## src/rtl/xlat_pkg.sv

```systemverilog
package xlat_pkg;
  typedef enum logic {
    FILL_IDLE = 1'b0,
    FILL_BUSY = 1'b1
  } fill_e;
endpackage

```

## src/rtl/xlat_l2_array.sv

```systemverilog
module xlat_l2_array #(
  parameter int EPN_W = 20,
  parameter int RPN_W = 20,
  parameter int DEPTH = 16,
  parameter int NPORT = 2,
  localparam int IDX_W = $clog2(DEPTH)
) (
  input  logic                        clk,
  input  logic                        rst_n,
  input  logic [NPORT-1:0][EPN_W-1:0] q_epn,
  input  logic [NPORT-1:0]            q_as,
  output logic [NPORT-1:0]            q_hit,
  output logic [NPORT-1:0][RPN_W-1:0] q_rpn,
  input  logic                        wr_en,
  input  logic [IDX_W-1:0]            wr_idx,
  input  logic                        wr_vld,
  input  logic [EPN_W-1:0]            wr_epn,
  input  logic                        wr_as,
  input  logic [RPN_W-1:0]            wr_rpn,
  output logic                        vic_vld,
  output logic [EPN_W-1:0]            vic_epn,
  output logic                        vic_as
);
  logic [DEPTH-1:0] v_q;
  logic [DEPTH-1:0] as_q;
  logic [EPN_W-1:0] epn_q [DEPTH];
  logic [RPN_W-1:0] rpn_q [DEPTH];

  always_ff @(posedge clk) begin
    if (!rst_n) begin
      v_q  <= '0;
      as_q <= '0;
      for (int e = 0; e < DEPTH; e++) begin
        epn_q[e] <= '0;
        rpn_q[e] <= '0;
      end
    end else if (wr_en) begin
      v_q[wr_idx]   <= wr_vld;
      as_q[wr_idx]  <= wr_as;
      epn_q[wr_idx] <= wr_epn;
      rpn_q[wr_idx] <= wr_rpn;
    end
  end

  // victim read happens in the same cycle as the write command
  assign vic_vld = wr_en && v_q[wr_idx];
  assign vic_epn = epn_q[wr_idx];
  assign vic_as  = as_q[wr_idx];

  for (genvar p = 0; p < NPORT; p++) begin : g_port
    logic             hit_l;
    logic [RPN_W-1:0] rpn_l;
    always_comb begin
      hit_l = 1'b0;
      rpn_l = '0;
      for (int e = 0; e < DEPTH; e++) begin
        if (!hit_l && v_q[e] && epn_q[e] == q_epn[p] && as_q[e] == q_as[p]) begin
          hit_l = 1'b1;
          rpn_l = rpn_q[e];
        end
      end
    end
    assign q_hit[p] = hit_l;
    assign q_rpn[p] = rpn_l;
  end


  l2_write_chk: assert property (@(posedge clk) disable iff (!rst_n)
    wr_en |=> v_q[$past(wr_idx)] == $past(wr_vld) && epn_q[$past(wr_idx)] == $past(wr_epn)
              && rpn_q[$past(wr_idx)] == $past(wr_rpn));
endmodule

```

## src/rtl/xlat_l1_port.sv

```systemverilog
module xlat_l1_port
  import xlat_pkg::*;
#(
  parameter int EPN_W = 20,
  parameter int RPN_W = 20,
  parameter int DEPTH = 4,
  localparam int PTR_W = $clog2(DEPTH)
) (
  input  logic             clk,
  input  logic             rst_n,
  input  logic             lk_valid,
  output logic             lk_ready,
  input  logic [EPN_W-1:0] lk_epn,
  input  logic             lk_as,
  output logic             rsp_valid,
  output logic             rsp_hit,
  output logic             rsp_miss,
  output logic [RPN_W-1:0] rsp_rpn,
  input  logic             l2_hit,
  input  logic [RPN_W-1:0] l2_rpn,
  input  logic             inv_en,
  input  logic [EPN_W-1:0] inv_epn,
  input  logic             inv_as
);
  logic [DEPTH-1:0] v_q, v_nxt, hit_vec, inv_vec;
  logic [DEPTH-1:0] as_q;
  logic [EPN_W-1:0] epn_q [DEPTH];
  logic [RPN_W-1:0] rpn_q [DEPTH];
  logic [PTR_W-1:0] rr_q;
  fill_e            st_q;
  logic             kill_q;
  logic [EPN_W-1:0] pend_epn_q;
  logic             pend_as_q;
  logic [RPN_W-1:0] pend_rpn_q;
  logic             acc, l1_hit, kill_now, kill_acc, commit;
  logic [RPN_W-1:0] l1_rpn;

  assign lk_ready = (st_q == FILL_IDLE);
  assign acc      = lk_valid && lk_ready;

  for (genvar k = 0; k < DEPTH; k++) begin : g_ent
    assign hit_vec[k] = v_q[k] && epn_q[k] == lk_epn && as_q[k] == lk_as;
    assign inv_vec[k] = inv_en && v_q[k] && epn_q[k] == inv_epn && as_q[k] == inv_as;

    back_inval_chk: assert property (@(posedge clk) disable iff (!rst_n)
      inv_vec[k] |=> !v_q[k] || epn_q[k] != $past(inv_epn) || as_q[k] != $past(inv_as));
  end

  always_comb begin
    l1_rpn = '0;
    for (int k = 0; k < DEPTH; k++) begin
      if (hit_vec[k]) l1_rpn = l1_rpn | rpn_q[k];
    end
  end
  assign l1_hit = |hit_vec;

  // write victim equals the page being looked up now: the second-level read is stale
  assign kill_acc = inv_en && inv_epn == lk_epn && inv_as == lk_as;
  // write victim equals the page held for copying in this cycle
  assign kill_now = inv_en && inv_epn == pend_epn_q && inv_as == pend_as_q;
  assign commit   = (st_q == FILL_BUSY) && !kill_q && !kill_now;

  always_comb begin
    v_nxt = v_q & ~inv_vec;
    if (commit) v_nxt[rr_q] = 1'b1;
  end

  always_ff @(posedge clk) begin
    if (!rst_n) begin
      v_q        <= '0;
      as_q       <= '0;
      rr_q       <= '0;
      st_q       <= FILL_IDLE;
      kill_q     <= 1'b0;
      pend_epn_q <= '0;
      pend_as_q  <= 1'b0;
      pend_rpn_q <= '0;
      rsp_valid  <= 1'b0;
      rsp_hit    <= 1'b0;
      rsp_miss   <= 1'b0;
      rsp_rpn    <= '0;
      for (int k = 0; k < DEPTH; k++) begin
        epn_q[k] <= '0;
        rpn_q[k] <= '0;
      end
    end else begin
      v_q       <= v_nxt;
      rsp_valid <= 1'b0;
      if (commit) begin
        as_q[rr_q]  <= pend_as_q;
        epn_q[rr_q] <= pend_epn_q;
        rpn_q[rr_q] <= pend_rpn_q;
        rr_q        <= (rr_q == PTR_W'(DEPTH - 1)) ? '0 : rr_q + PTR_W'(1);
      end
      if (st_q == FILL_BUSY) begin
        st_q      <= FILL_IDLE;
        rsp_valid <= 1'b1;
        rsp_hit   <= 1'b1;
        rsp_miss  <= 1'b0;
        rsp_rpn   <= pend_rpn_q;
      end else if (acc) begin
        if (!l1_hit && l2_hit) begin
          st_q       <= FILL_BUSY;
          kill_q     <= kill_acc;
          pend_epn_q <= lk_epn;
          pend_as_q  <= lk_as;
          pend_rpn_q <= l2_rpn;
        end else begin
          rsp_valid <= 1'b1;
          rsp_hit   <= l1_hit;
          rsp_miss  <= !l1_hit;
          rsp_rpn   <= l1_hit ? l1_rpn : '0;
        end
      end
    end
  end


  accept_resp_chk: assert property (@(posedge clk) disable iff (!rst_n)
    acc |=> rsp_valid || !lk_ready);

  fill_resp_chk: assert property (@(posedge clk) disable iff (!rst_n)
    !lk_ready |=> rsp_valid && rsp_hit && lk_ready);

  hit_miss_excl_chk: assert property (@(posedge clk) disable iff (!rst_n)
    rsp_valid |-> rsp_hit != rsp_miss);

  no_write_fill_chk: assert property (@(posedge clk) disable iff (!rst_n)
    $past(lk_ready) |-> $countones(v_q) <= $countones($past(v_q)));
endmodule

```

## src/rtl/xlat_hier_ctrl.sv

```systemverilog
module xlat_hier_ctrl #(
  parameter int EPN_W    = 20,
  parameter int RPN_W    = 20,
  parameter int L1_DEPTH = 4,
  parameter int L2_DEPTH = 16,
  localparam int IDX_W   = $clog2(L2_DEPTH)
) (
  input  logic             clk,
  input  logic             rst_n,
  input  logic             ins_lk_valid,
  output logic             ins_lk_ready,
  input  logic [EPN_W-1:0] ins_lk_epn,
  input  logic             ins_lk_as,
  output logic             ins_rsp_valid,
  output logic             ins_rsp_hit,
  output logic             ins_rsp_miss,
  output logic [RPN_W-1:0] ins_rsp_rpn,
  input  logic             dat_lk_valid,
  output logic             dat_lk_ready,
  input  logic [EPN_W-1:0] dat_lk_epn,
  input  logic             dat_lk_as,
  output logic             dat_rsp_valid,
  output logic             dat_rsp_hit,
  output logic             dat_rsp_miss,
  output logic [RPN_W-1:0] dat_rsp_rpn,
  input  logic             wr_valid,
  input  logic [IDX_W-1:0] wr_idx,
  input  logic             wr_ent_vld,
  input  logic [EPN_W-1:0] wr_epn,
  input  logic             wr_as,
  input  logic [RPN_W-1:0] wr_rpn
);
  logic [1:0][EPN_W-1:0] q_epn;
  logic [1:0]            q_as, q_hit;
  logic [1:0][RPN_W-1:0] q_rpn;
  logic                  vic_vld, vic_as;
  logic [EPN_W-1:0]      vic_epn;

  assign q_epn = {dat_lk_epn, ins_lk_epn};
  assign q_as  = {dat_lk_as, ins_lk_as};

  xlat_l2_array #(.EPN_W(EPN_W), .RPN_W(RPN_W), .DEPTH(L2_DEPTH), .NPORT(2)) u_l2 (
    .clk(clk), .rst_n(rst_n),
    .q_epn(q_epn), .q_as(q_as), .q_hit(q_hit), .q_rpn(q_rpn),
    .wr_en(wr_valid), .wr_idx(wr_idx), .wr_vld(wr_ent_vld),
    .wr_epn(wr_epn), .wr_as(wr_as), .wr_rpn(wr_rpn),
    .vic_vld(vic_vld), .vic_epn(vic_epn), .vic_as(vic_as)
  );

  xlat_l1_port #(.EPN_W(EPN_W), .RPN_W(RPN_W), .DEPTH(L1_DEPTH)) u_ins (
    .clk(clk), .rst_n(rst_n),
    .lk_valid(ins_lk_valid), .lk_ready(ins_lk_ready), .lk_epn(ins_lk_epn), .lk_as(ins_lk_as),
    .rsp_valid(ins_rsp_valid), .rsp_hit(ins_rsp_hit), .rsp_miss(ins_rsp_miss), .rsp_rpn(ins_rsp_rpn),
    .l2_hit(q_hit[0]), .l2_rpn(q_rpn[0]),
    .inv_en(vic_vld), .inv_epn(vic_epn), .inv_as(vic_as)
  );

  xlat_l1_port #(.EPN_W(EPN_W), .RPN_W(RPN_W), .DEPTH(L1_DEPTH)) u_dat (
    .clk(clk), .rst_n(rst_n),
    .lk_valid(dat_lk_valid), .lk_ready(dat_lk_ready), .lk_epn(dat_lk_epn), .lk_as(dat_lk_as),
    .rsp_valid(dat_rsp_valid), .rsp_hit(dat_rsp_hit), .rsp_miss(dat_rsp_miss), .rsp_rpn(dat_rsp_rpn),
    .l2_hit(q_hit[1]), .l2_rpn(q_rpn[1]),
    .inv_en(vic_vld), .inv_epn(vic_epn), .inv_as(vic_as)
  );
endmodule

```

## config.mk

```make
export PLATFORM = sky130hd
export DESIGN_NAME = xlat_hier_ctrl
export DESIGN_NICKNAME = d
export VERILOG_FILES = /design/src/rtl/xlat_pkg.sv /design/src/rtl/xlat_l2_array.sv /design/src/rtl/xlat_l1_port.sv /design/src/rtl/xlat_hier_ctrl.sv
export SDC_FILE = /design/constraint.sdc
export NUM_CORES = 2
export LEC_CHECK = 0
export BUFFER_PORTS_ARGS = -buffer_cell sky130_fd_sc_hd__buf_2
export CELL_PAD_IN_SITES_DETAIL_PLACEMENT = 1
export CELL_PAD_IN_SITES_GLOBAL_PLACEMENT = 2
export CORE_MARGIN = 2
export CORE_UTILIZATION = 40
export DETAILED_ROUTE_END_ITERATION = 8
export PLACE_DENSITY = 0.84
export REMOVE_ABC_BUFFERS = 1
export SKIP_LAST_GASP = 1
export SLEW_MARGIN = 10
export SYNTH_ARGS = -nofsm -noshare
export SYNTH_HDL_FRONTEND = slang
export SYNTH_SLANG_ARGS = --single-unit
```

## constraint.sdc

```tcl
create_clock -name clk -period 4.95 [get_ports clk]
set_input_delay 0.2475 -clock clk [delete_from_list [all_inputs] [get_ports clk]]
set_output_delay 0.2475 -clock clk [all_outputs]
set_load 0.02 [all_outputs]
```

After elaboration in Yosys (flattened, before gate mapping)
Memories as Yosys holds them, arrays and structs flattened.
Cells that the tools add are included.

storage, ports and cells
  register bits = 184
  memories = 6
  bits of input ports = 93
  output and inout bits = 48
  memory bits (writable) = 960

cells by class
  equality and inequality tests = 108
  $add $sub $neg = 2
  reduce and logical (&&, ||, !) cells = 210
  order comparisons = 6
  muxes and demuxes = 140
  bitwise logic cells = 19

memories
  memory       words  width  read ports  clocked after Yosys merged registers in  wr ports  line                 RTL
  u_l2.epn_q   16     20     17          0                                        16        xlat_l2_array.sv:26  logic [EPN_W-1:0] epn_q [DEPTH];
  u_l2.rpn_q   16     20     16          0                                        16        xlat_l2_array.sv:27  logic [RPN_W-1:0] rpn_q [DEPTH];
  u_dat.epn_q  4      20     4           0                                        4         xlat_l1_port.sv:27   logic [EPN_W-1:0] epn_q [DEPTH];
  u_dat.rpn_q  4      20     4           0                                        4         xlat_l1_port.sv:28   logic [RPN_W-1:0] rpn_q [DEPTH];
  u_ins.epn_q  4      20     4           0                                        4         xlat_l1_port.sv:27
  u_ins.rpn_q  4      20     4           0                                        4         xlat_l1_port.sv:28

operator list
  cell                   number
  $mux W20               54
  $eq A20 B20 Y1         52
  $logic_and A1 B1 Y1    154
  $or A20 B20 Y20        6
  $reduce_or A20 Y1      6
  $mux W1                67
  $eq A1 B1 Y1           52
  $logic_not A1 Y1       36
  $bwmux W16             2
  $mux W4                4
  $mux W2                6
  $and A4 B4 Y4          2
  $bmux W1 S4            2
  $bwmux W4              2
  $not A4 Y4             2
  $or A4 B4 Y4           2
  $reduce_and A2 Y1      4
  $reduce_or A4 Y1       2
  $not A1 Y1             7
  $lt A2 B3 Y1 const B   2
  $reduce_and A3 Y1      2
  $reduce_or A3 Y1       2
  $lt A4 B5 Y1 const B   1
  $add A2 B1 Y2 const B  2
  8 further kinds        14

Logic depth before layout (Yosys ltp)
  depth after elaboration = 83
  depth in mapped cells = 15
  gate-level depth less buffers = 10

By module
A second synthesis with hierarchy kept.

unflattened totals
  cell total of the unflattened synthesis = 5707
  area, all modules = 65660.5 µm²

modules (own cells, without submodules)
  module                 area each (µm²)  instances  cells each  sequential area each (µm²)
  xlat_l2_array          41234.5          1          3501        19859.0
  xlat_l1_port at u_ins  12271.8          1          1103        6326.1
  xlat_l1_port at u_dat  12154.2          1          1103        6326.1

Least setup slack after synthesis
OpenSTA, ideal clock, no wires.

  path kind = input to register
  start point = input port wr_idx[0]
  end point = memory u_dat.epn_q[1][0] (enable)
  slack = 0.487 ns
  cell stages on the path = 12
  arrival = 4.059 ns
  path buffers = 2
  library setup time = 0.404 ns
  cell sequence = clkbuf_1 -> buf_2 -> mux4_2 -> mux4_2 -> xor2_1 -> nor4_1 -> nand4_1 -> nor2_1 -> nor3_1 -> and2_1 -> and3_1 -> nand2b_1

RTL lines
  what                line                  RTL
  start: declaration  xlat_hier_ctrl.sv:27  input logic [IDX_W-1:0] wr_idx,
  end: declaration    xlat_l1_port.sv:27

==> reports/qor.yml <==
placement:
  dpl-instance-area_um2: 72500
  dpl.hpwl_um: 245000
  portBuffers: 140
  gp_congestion: 1.08
hold_path:
  hold_path.class: "input port to flip-flop"
  holdPathStages: 2
floorplan:
  io_pins: 141
  rows: 150
  start_util_pct: 40.3
  die_x_um: 414
  fp.dieH_um: 414
  die-area_um2: 172000
  core-area_um2: 167000
worst_setup_path:
  worst-path-stages: 11
  crit_family: "simple AND/OR/NAND/NOR gates"
  reg2reg_depth: 11
  r2r_slack_ns: 0.18
  critPathMaxFanout: 10
  cp.arrival_ns: 5.49
  critical_path.cell_chain: "xor2_1 -> or4_1 -> nor4_2 -> and4_1 -> or3_2 -> buf_4 -> nor3_1 -> nand4_1 -> nand2_1 -> o31ai_1 -> a311oi_1"
  critical_path_class: "flip-flop to flip-flop"
  cp_slowest_cell: "nor3_1"
  cpPeakStageDelay_ns: 1.01
  end_kind: "flip-flop"
  cp.buffers_inverters: 1
  crit_required_ns: 5.67
  start_kind: "flip-flop"
yosys:
  ys_seq_area_share_pct: 48.3
  syn_area_um2: 67300
  yosysWarnings: 0
  synth_edf_count: 960
  ys_seq_elements: 1144
  syn_inst: 6212
  synth_top_area_cell: "edfxtp_1"
  synth_top_area_share_pct: 42.8
  syn_area_per_cell_um2: 10.8
  synthFlopType: "edfxtp_1"
  synth.top_cells.by_area: "edfxtp_1 (43%), and2_1 (7.6%), xor2_1 (7.5%)"
  synth-async-reset-ratio_pct: 0
  synth.distinct_cells: 104
timing:
  finalClockSkew_ns: 0.0501
  fin_crit_ns: 4.77
  tns_ns: 0
  hold_violations: 0
  max_freq_mhz: 210
  setup_violations: 0
  slew_headroom_pct: 11.3
  whs_ns: 0.0853
  worstMarginPinSlew_ns: 1.33
  period_share_pct: 96.3
  final_max_slew_viol_count: 0
  rsz0062_at_grt: "no"
power_and_ir_drop:
  p_total_mw: 25.2
  p_leak_nw: 27.9
  irDropWorstVdd_mv: 0.364
  power_per_cell_area_nw_per_um2: 326
global_routing:
  grt_remaining_overflow: 0
  grt_max_degree: 65
  grt_pass1_vias: 56844
  grt_pass1_wl_um: 460000
  grt.total_usage_pct: 38.1
  antenna_found_initial: 25
drt:
  wl_um: 337000
  vias_per_cell: 6.61
  vias: 58242
  ant_nets: 0
  drc: 0
  drt_iter0_drc: 8570
  dr.pass1.iters: 8
  wl_per_cell_um: 38.2
finish:
  fin_area_um2: 77400
  drive_above_1_share_pct: 15.3
  fin_util_pct: 46.3
  final_common_cell: "edfxtp_1"
  final_cell_mix: "edfxtp_1 (960), and2_1 (823), xor2_1 (576)"
  nets: 6578
  area_delta_synth_final_pct: 14.9
cts:
  cts_setup_buffers: 0
  clkLatencyLatePin_ns: 0.83
  clkSinkCount: 1144
  htree_levels: 4
  path_clk_slew_ns: 0.07
  cts_buffers: 138
  clockRootBuffer: "clkbuf_16"
  clk_path_buf_depth: 3
  tritoncts: "yes"
job:
  max-cap-violations: 0
run_status:
  outcome: "finished clean"
[Yosys cell counts (all sizes together), types with 33 or more instances]
library cell / instances
or2: 33
o21ai: 54
xor2: 576
mux4: 110
nor4: 234
xnor2: 519
edfxtp: 960
buf: 177
nor2: 246
a22oi: 136
a21oi: 138
nand3: 120
a221oi: 47
dfxtp: 184
inv: 114
and4: 36
nand4: 257
and2: 827
and3: 190
clkbuf: 298
nor3: 51
nand2: 352
a22o: 43
[layout make-up]
| class | instances | area [µm²] |
|---|---|---|
| Antenna cell | 17 | 42.5 |
| Clock buffer | 175 | 3730 |
| Clock inverter | 76 | 852 |
| Fill cell | 17976 | 89900 |
| Inverter | 115 | 437 |
| Multi-Input combinational cell | 4478 | 32500 |
| Sequential cell | 1144 | 32500 |
| Tap cell | 2204 | 2760 |
| Timing Repair Buffer | 600 | 4530 |
[through the flow]
| step | std cells | worst slack [ns] |
|---|---|---|
| 2_1_floorplan | 5737 | -1.69 |
| 3_3_place_gp | 8514 | 0.0654 |
| 3_5_place_dp | 8514 | 0.0925 |
| 4_1_cts | 8792 | 0.317 |
| 5_1_grt | 8792 | 0.0534 |
| 6_report | 8809 | 0.182 |
[power breakdown]
group	internal (mW)	total [mW]	leakage (nW)	switching, mW
Combinational	1.03	3.18	14.9	2.15
Sequential	10.9	11.5	10.7	0.578
Clock	6.06	10.6	2.23	4.53
[worst reg2reg max path, cell delays in order (launching register included)]
cell      delay (ns)
edfxtp_1        0.61
xor2_1          0.32
or4_1           0.18
nor4_2          0.05
and4_1          0.34
or3_2           0.54
buf_4           0.21
nor3_1          1.02
nand4_1         0.37
nand2_1         0.50
o31ai_1         0.23
a311oi_1        0.31
[logic make-up (layout without fill, tap and decap cells)]
kind of cell | Yosys count | in the layout | share of synthesized area [%]
and+or+nand+nor | 2521 | 2521 | 21.6
DFF | 1144 | 1144 | 48.3
xor gates and xnor gates | 1095 | 1095 | 14.2
AOI/OAI and AO/OA | 738 | 738 | 8.18
buffers and inverters | 590 | 966 | 3.75
muxes | 116 | 116 | 3.77
adders and majority gates | 8 | 8 | 0.149
other | 0 | 17 | 0
[routing by layer]
metal,part of all wire (%),GRT usage (%)
met1,39,50.7
met2,43,57.3
met3,11,8.67
met4,6.6,21.4
met5,0.024,0
[path summary, 6_finish.rpt]
path | start | to
setup / recovery | u_l2.epn_q[4][15] | u_dat.pend_rpn_q[11]
hold / removal | wr_epn[17] | u_l2.epn_q[1][17]
setup reg to reg | u_l2.epn_q[4][15] | u_dat.pend_rpn_q[11]
hold reg to reg | u_dat.rsp_miss | u_dat.rsp_miss
[flip-flops by register name, summed over array words and instances (netlist names), 80 cells and up]
name,cells
u_l2.rpn_q,320
u_dat.rpn_q,80
u_ins.rpn_q,80
u_ins.epn_q,80
u_l2.epn_q,320
u_dat.epn_q,80
[what timing repair did]
item,in CTS,in global routing
setup endpoints to repair,0,1
hold buffers,27,0
gates resized for setup,0,1
hold endpoints to repair,310,0
No activity file was read; power rests on OpenSTA's default activity.
